==> src/rtl/cinv_pkg.sv <==
// Package: shared offsets, bit positions and the read-select type for the
// cache invalidation command registers. Assumes 32-bit register words.
package cinv_pkg;
    localparam int unsigned WORD_W       = 32;
    localparam int unsigned ECAP_OFF     = 32'h10;
    localparam int unsigned CTX_LO_OFF   = 32'h28;
    localparam int unsigned CTX_HI_OFF   = 32'h2C;
    localparam int unsigned TLB_LO_REL   = 8;
    localparam int unsigned TLB_HI_REL   = 12;
    localparam int unsigned START_BIT    = 31;
    localparam int unsigned UNIT_LSB     = 8;
    localparam int unsigned UNIT_W       = 10;
    localparam int unsigned SCOPE_W      = 2;

    typedef enum logic [2:0] {
        SEL_NONE,
        SEL_ECAP,
        SEL_CTX_LO,
        SEL_CTX_HI,
        SEL_TLB_LO,
        SEL_TLB_HI
    } rd_sel_e;

    // Byte offset of the TLB register base for a given unit field value.
    function automatic int unsigned tlb_base(input int unsigned unit);
        return unit * 16;
    endfunction
endpackage

==> src/rtl/cinv_decode.sv <==
// Address decoder: turns a word offset plus write strobe into per-word write
// enables and a read select. Assumes the TLB register does not overlap the
// fixed context and capability offsets.
module cinv_decode
    import cinv_pkg::*;
#(
    parameter int unsigned ADDR_W   = 14,
    parameter int unsigned TLB_UNIT = 10'h020
) (
    input  logic [ADDR_W-1:0] addr,
    input  logic              wr,
    output logic              ctx_lo_wr,
    output logic              ctx_hi_wr,
    output logic              tlb_lo_wr,
    output logic              tlb_hi_wr,
    output rd_sel_e           sel
);
    localparam logic [ADDR_W-1:0] A_ECAP   = ADDR_W'(ECAP_OFF);
    localparam logic [ADDR_W-1:0] A_CTX_LO = ADDR_W'(CTX_LO_OFF);
    localparam logic [ADDR_W-1:0] A_CTX_HI = ADDR_W'(CTX_HI_OFF);
    localparam logic [ADDR_W-1:0] A_TLB_LO = ADDR_W'(tlb_base(TLB_UNIT) + TLB_LO_REL);
    localparam logic [ADDR_W-1:0] A_TLB_HI = ADDR_W'(tlb_base(TLB_UNIT) + TLB_HI_REL);

    // Purpose: map the offset onto one register word, fixed offsets first.
    always_comb begin
        if (addr == A_ECAP)        sel = SEL_ECAP;
        else if (addr == A_CTX_LO) sel = SEL_CTX_LO;
        else if (addr == A_CTX_HI) sel = SEL_CTX_HI;
        else if (addr == A_TLB_LO) sel = SEL_TLB_LO;
        else if (addr == A_TLB_HI) sel = SEL_TLB_HI;
        else                       sel = SEL_NONE;
    end

    // Purpose: qualify the selected word with the write strobe.
    always_comb begin
        ctx_lo_wr = wr && (sel == SEL_CTX_LO);
        ctx_hi_wr = wr && (sel == SEL_CTX_HI);
        tlb_lo_wr = wr && (sel == SEL_TLB_LO);
        tlb_hi_wr = wr && (sel == SEL_TLB_HI);
    end
endmodule

==> src/rtl/cinv_channel.sv <==
// One invalidation command register (two 32-bit words) and its
// request/acknowledge handshake to an external cache. The busy bit (bit 31)
// is set by an upper-word write with bit 31 = 1 and cleared by hardware on
// completion, when the performed scope is copied from the requested one.
// With HAS_DRAIN, drain flags are held and completion also waits for
// pend_empty. All writes are ignored while busy. Acks while idle are ignored.
module cinv_channel
    import cinv_pkg::*;
#(
    parameter int unsigned GRAN_LSB  = 29,
    parameter int unsigned ACT_LSB   = 27,
    parameter int unsigned ACT_W     = 2,
    parameter bit          HAS_DRAIN = 1'b0,
    parameter int unsigned DRD_BIT   = 17,
    parameter int unsigned DWR_BIT   = 16
) (
    input  logic              clk,
    input  logic              rst_n,
    input  logic              lo_wr,
    input  logic              hi_wr,
    input  logic [WORD_W-1:0] wdata,
    output logic [WORD_W-1:0] lo_word,
    output logic [WORD_W-1:0] hi_word,
    output logic              inv_req,
    output logic [SCOPE_W-1:0] inv_gran,
    output logic              drain_rd,
    output logic              drain_wr,
    input  logic              inv_ack,
    input  logic              pend_empty
);
    logic                busy_q;
    logic                ack_seen_q;
    logic [SCOPE_W-1:0]  gran_q;
    logic [ACT_W-1:0]    act_q;
    logic [WORD_W-1:0]   lo_q;
    logic                drd_q;
    logic                dwr_q;
    logic                drain_ok;
    logic                finish;

    // Purpose: optional drain flags, present only on the TLB variant.
    generate
        if (HAS_DRAIN) begin : g_drain
            always_ff @(posedge clk) begin
                if (!rst_n) begin
                    drd_q <= 1'b0;
                    dwr_q <= 1'b0;
                end else if (!busy_q && hi_wr) begin
                    drd_q <= wdata[DRD_BIT];
                    dwr_q <= wdata[DWR_BIT];
                end
            end
        end else begin : g_no_drain
            assign drd_q = 1'b0;
            assign dwr_q = 1'b0;
        end
    endgenerate

    // Purpose: decide whether the running command may complete this cycle.
    always_comb begin
        drain_ok = !(drd_q || dwr_q) || pend_empty;
        finish   = busy_q && (inv_ack || ack_seen_q) && drain_ok;
    end

    // Purpose: busy flag, remembered ack, requested and performed scope.
    always_ff @(posedge clk) begin
        if (!rst_n) begin
            busy_q     <= 1'b0;
            ack_seen_q <= 1'b0;
            gran_q     <= '0;
            act_q      <= '0;
        end else if (busy_q) begin
            if (finish) begin
                busy_q     <= 1'b0;
                ack_seen_q <= 1'b0;
                act_q      <= ACT_W'(gran_q);
            end else if (inv_ack) begin
                ack_seen_q <= 1'b1;
            end
        end else if (hi_wr) begin
            gran_q <= wdata[GRAN_LSB +: SCOPE_W];
            if (wdata[START_BIT]) begin
                busy_q     <= 1'b1;
                ack_seen_q <= 1'b0;
                act_q      <= '0;
            end
        end
    end

    // Purpose: low word storage, writable only while idle.
    always_ff @(posedge clk) begin
        if (!rst_n)              lo_q <= '0;
        else if (!busy_q && lo_wr) lo_q <= wdata;
    end

    // Purpose: assemble the upper word for readback.
    always_comb begin
        hi_word                        = '0;
        hi_word[START_BIT]             = busy_q;
        hi_word[GRAN_LSB +: SCOPE_W]   = gran_q;
        hi_word[ACT_LSB +: ACT_W]      = act_q;
        if (HAS_DRAIN) begin
            hi_word[DRD_BIT] = drd_q;
            hi_word[DWR_BIT] = dwr_q;
        end
    end

    // Purpose: drive the cache-side handshake outputs.
    always_comb begin
        lo_word  = lo_q;
        inv_req  = busy_q && !ack_seen_q;
        inv_gran = gran_q;
        drain_rd = drd_q;
        drain_wr = dwr_q;
    end
endmodule

==> src/rtl/cache_inv_cmd.sv <==
// Top: context-cache and TLB invalidation command registers with a
// capability word that locates the TLB register. Reads are combinational on
// reg_addr; writes act on the rising clock edge. Reset is synchronous, active low.
module cache_inv_cmd
    import cinv_pkg::*;
#(
    parameter int unsigned ADDR_W   = 14,
    parameter int unsigned TLB_UNIT = 10'h020
) (
    input  logic              clk,
    input  logic              rst_n,
    input  logic              reg_wr,
    input  logic [ADDR_W-1:0] reg_addr,
    input  logic [31:0]       reg_wdata,
    output logic [31:0]       reg_rdata,
    output logic              ctx_inv_req,
    output logic [1:0]        ctx_inv_gran,
    input  logic              ctx_inv_ack,
    output logic              tlb_inv_req,
    output logic [1:0]        tlb_inv_gran,
    output logic              tlb_drain_rd,
    output logic              tlb_drain_wr,
    input  logic              tlb_inv_ack,
    input  logic              pend_empty
);
    localparam logic [UNIT_W-1:0] UNIT_V = UNIT_W'(TLB_UNIT);

    logic        ctx_lo_wr, ctx_hi_wr, tlb_lo_wr, tlb_hi_wr;
    rd_sel_e     sel;
    logic [31:0] ctx_lo, ctx_hi, tlb_lo, tlb_hi, ecap_word;
    logic        ctx_drd_nc, ctx_dwr_nc;

    cinv_decode #(.ADDR_W(ADDR_W), .TLB_UNIT(TLB_UNIT)) u_dec (
        .addr(reg_addr), .wr(reg_wr),
        .ctx_lo_wr(ctx_lo_wr), .ctx_hi_wr(ctx_hi_wr),
        .tlb_lo_wr(tlb_lo_wr), .tlb_hi_wr(tlb_hi_wr),
        .sel(sel)
    );

    cinv_channel #(.GRAN_LSB(29), .ACT_LSB(27), .ACT_W(2), .HAS_DRAIN(1'b0)) u_ctx (
        .clk(clk), .rst_n(rst_n),
        .lo_wr(ctx_lo_wr), .hi_wr(ctx_hi_wr), .wdata(reg_wdata),
        .lo_word(ctx_lo), .hi_word(ctx_hi),
        .inv_req(ctx_inv_req), .inv_gran(ctx_inv_gran),
        .drain_rd(ctx_drd_nc), .drain_wr(ctx_dwr_nc),
        .inv_ack(ctx_inv_ack), .pend_empty(1'b1)
    );

    cinv_channel #(.GRAN_LSB(28), .ACT_LSB(25), .ACT_W(3), .HAS_DRAIN(1'b1),
                   .DRD_BIT(17), .DWR_BIT(16)) u_tlb (
        .clk(clk), .rst_n(rst_n),
        .lo_wr(tlb_lo_wr), .hi_wr(tlb_hi_wr), .wdata(reg_wdata),
        .lo_word(tlb_lo), .hi_word(tlb_hi),
        .inv_req(tlb_inv_req), .inv_gran(tlb_inv_gran),
        .drain_rd(tlb_drain_rd), .drain_wr(tlb_drain_wr),
        .inv_ack(tlb_inv_ack), .pend_empty(pend_empty)
    );

    // Purpose: read-only capability word carrying the TLB unit field.
    always_comb begin
        ecap_word                        = '0;
        ecap_word[UNIT_LSB +: UNIT_W]    = UNIT_V;
    end

    // Purpose: read multiplexer; unmapped offsets read zero.
    always_comb begin
        case (sel)
            SEL_ECAP:   reg_rdata = ecap_word;
            SEL_CTX_LO: reg_rdata = ctx_lo;
            SEL_CTX_HI: reg_rdata = ctx_hi;
            SEL_TLB_LO: reg_rdata = tlb_lo;
            SEL_TLB_HI: reg_rdata = tlb_hi;
            default:    reg_rdata = '0;
        endcase
    end
endmodule

==> config.mk <==
export PLATFORM = sky130hd
export DESIGN_NAME = cache_inv_cmd
export DESIGN_NICKNAME = d
export VERILOG_FILES = /design/src/rtl/cinv_pkg.sv /design/src/rtl/cinv_decode.sv /design/src/rtl/cinv_channel.sv /design/src/rtl/cache_inv_cmd.sv
export SDC_FILE = /design/constraint.sdc
export NUM_CORES = 1
export LEC_CHECK = 0
export BUFFER_PORTS_ARGS = -buffer_cell sky130_fd_sc_hd__buf_2
export CAP_MARGIN = 0
export CORE_MARGIN = 4
export CORE_UTILIZATION = 30
export DETAILED_ROUTE_END_ITERATION = 8
export PLACE_DENSITY = 0.61
export SKIP_LAST_GASP = 1
export SYNTH_ARGS = -nofsm -noshare
export SYNTH_HDL_FRONTEND = slang
export SYNTH_SLANG_ARGS = --single-unit
==> constraint.sdc <==
create_clock -name clk -period 3.9 [get_ports clk]
set_clock_uncertainty 0.2 [all_clocks]
set_input_delay 0.195 -clock clk [delete_from_list [all_inputs] [get_ports clk]]
set_output_delay 0.195 -clock clk [all_outputs]
set_load 0.005 [all_outputs]
==> results.tsv <==
metric	value	unit
status	finished, final reports clean	
synth_top_area_frac	0.458	
pwr-share-seq	0.447	
swShare	0.210	
fin_nets	550	
clockBufferDepth	2	
reg2reg_depth	5	
post-route-drc-count	0	
yosysSeqAreaShare	0.458	
fmax	366	MHz
p_int	1410	µW
synthAdderAreaFrac	0	
fin_crit_sh	0.701	
ys_warn_count	0	
power_frac_comb	0.058	
syn_to_final_growth	33.9	%
peakVddDrop	0.205	mV
setup_viol	0	
drive_gt1_frac	0.247	
firstDrtPassIters	4	
grt_pass1_wl	15.6	mm
finalPower	1780	µW
root_buffer	clkbuf_16	
syn_area	3410	µm²
io_pins	92	
power_frac_clock	0.495	
synth_most_common_cell	dfxtp_1	
coreArea	11000	µm²
critPathRequiredTime	3500	ps
yosysTopAreaCell	dfxtp_1	
period_minus_slack	2730	ps
clock_latency	330	ps
synth_edf_count	0	
min_path_type	in -> reg	
synth_compound_area_frac	0.220	
placed_area	3940	µm²
synth_area_leaders	dfxtp_1 46%, nand3_1 10%, o21ai_0 9.7%	
relSlewSlack	0.283	
synth-simple-area-share	0.250	
grt_pass1_vias	3234	
nFillCells	1101	
core.rowCount	38	
worstPathMaxFanout	23	
grtUsageTotal	0.148	
synth.mux.area_fraction	0.0242	
drt_wl_total	9.50	mm
clk_pin_slew	60	ps
regArea	1560	µm²
cts_sinks	78	
viasPerCell	5.09	
postLayoutCoreUtil	0.415	
dieArea	13100	µm²
h-tree-depth	3	
slew_violations	0	
synth_top_family_by_area	simple AND/OR/NAND/NOR gates	
ys_top_cells_by_count	78 x dfxtp_1, 71 x nand3_1, 66 x o21ai_0, 43 x nand2_1, 34 x a22o_1	
power.switching	375	µW
yosys.cell_types.count	42	
cts_tree	done	
ys.flop_type	dfxtp_1	
place.gp.congestion	0.811	
crit_type	in -> out	
vias	3275	
start_util	0.310	
fp.dieW	115	µm
grt_max_degree	112	
avgSynthCellArea	8.63	µm²
finalInstanceArea	4560	µm²
synthCells	395	
antenna_found_initial	0	
hold_ws	9.23	ps
tns	0	ps
die_y	115	µm
critPathArrivalTime	2340	ps
grt_setup_unrepaired	false	
finalHoldViolCount	0	
tightest_slew	1080	ps
post_drt_wl_per_cell	14.8	µm
hpwl	6.18	mm
multi_input_area	1690	µm²
cp-end-kind	output port	
cts_resized	0	
cellPowerDensity	390	nW/µm²
cts-buffers-inserted	9	
leakage	0.00190	µW
async_flop_share	0	
ant_nets	0	
syn_nets	447	
synth-seq-cells	78	
drv_cap	0	
cp-start-kind	input pin	
grt_overflow	0	
io_buffers	91	
synth-xor-area-share	0	
drtIter0Drc	141	
num_antenna_cells	0	
hold_depth	3	
path summary, 6_finish.rpt:
| kind | endpoint | slack (ps) | startpoint |
|---|---|---|---|
| min reg2reg | u_tlb.lo_word[7] | 270 | u_tlb.lo_word[7] |
| max | reg_rdata[13] | 1170 | reg_addr[7] |
| max reg2reg | u_ctx.lo_word[19] | 2050 | u_ctx.busy_q |
| min | u_ctx.inv_gran[1] | 9 | reg_wdata[30] |
cell type report:
cell class	count	share of cell area
clock buffer	10	0.0502
clock inverter	6	0.0189
inverter	1	0.000823
multi-input combinational	280	0.371
sequential	78	0.342
tap	140	0.0384
timing repair buffer	128	0.178
cell families (layout without fill, tap and decap cells):
family	count (synthesis)	in the layout
muxes	8	8
DFF	78	78
buffers and inverters	37	145
AOI/OAI and AO/OA	115	115
and+or+nand+nor	157	157
metal layers:
metal / share of wire / wire, µm / global-route usage
met1: 0.45 / 4270 / 0.183
met2: 0.47 / 4480 / 0.247
met3: 0.072 / 682 / 0.0523
met4: 0.0077 / 73 / 0.0340
met5: 0 / 0 / 0
power groups by stage:
stage                     Sequential [µW]  Combinational [µW]  Clock, µW
after global routing                  796                 115        945
final                                 797                 103        881
after CTS                             797                 103        907
after global placement                814                78.0          0
after detailed placement              814                79.3          0
after floorplan                       814                37.5          0
cells in the final DEF (no fill, tap or decap), types with 2 or more instances in the layout:
cell,instances
mux2i_1,6
dlygate4sd3_1,31
a22o_1,34
nand4_1,6
nor2_1,7
nor3_1,3
and2_1,2
nor4bb_1,3
nor2b_1,3
nor4_2,2
mux2_2,2
nand2_1,43
nand2b_1,2
a22oi_1,3
clkinv_2,2
buf_2,90
clkbuf_16,9
bufinv_16,2
dfxtp_1,78
o21ai_0,66
a21oi_1,2
or4_4,2
a221o_1,4
o2111ai_1,2
buf_4,7
nand3_1,71
state kept, by name, indices dropped and copies added, names as in the netlist:
name / cells
u_tlb.drain_wr: 1
u_tlb.drain_rd: 1
u_ctx.act_q: 2
u_ctx.inv_gran: 2
u_tlb.busy_q: 1
u_tlb.act_q: 2
u_ctx.lo_word: 32
u_ctx.busy_q: 1
u_ctx.ack_seen_q: 1
u_tlb.lo_word: 32
u_tlb.ack_seen_q: 1
u_tlb.inv_gran: 2
per-stage QoR:
| stage | cells | setup WS [ps] |
|---|---|---|
| finish | 643 | 1170 |
| global placement | 596 | 1210 |
| CTS | 643 | 1170 |
| floorplan | 395 | 1690 |
| detailed placement | 596 | 1190 |
| global route | 643 | 1080 |
worst max-delay path, stage by stage:
cell     delay, ps
buf_2          110
or4_4          560
nor4_4         560
and2_1         270
buf_4          320
a221o_1        200
buf_2          110
what timing repair did:
action	CTS	global route
setup buffers	0	0
hold buffers	31	0
hold endpoints to repair	64	0
No activity file was read; power rests on OpenSTA's default activity.
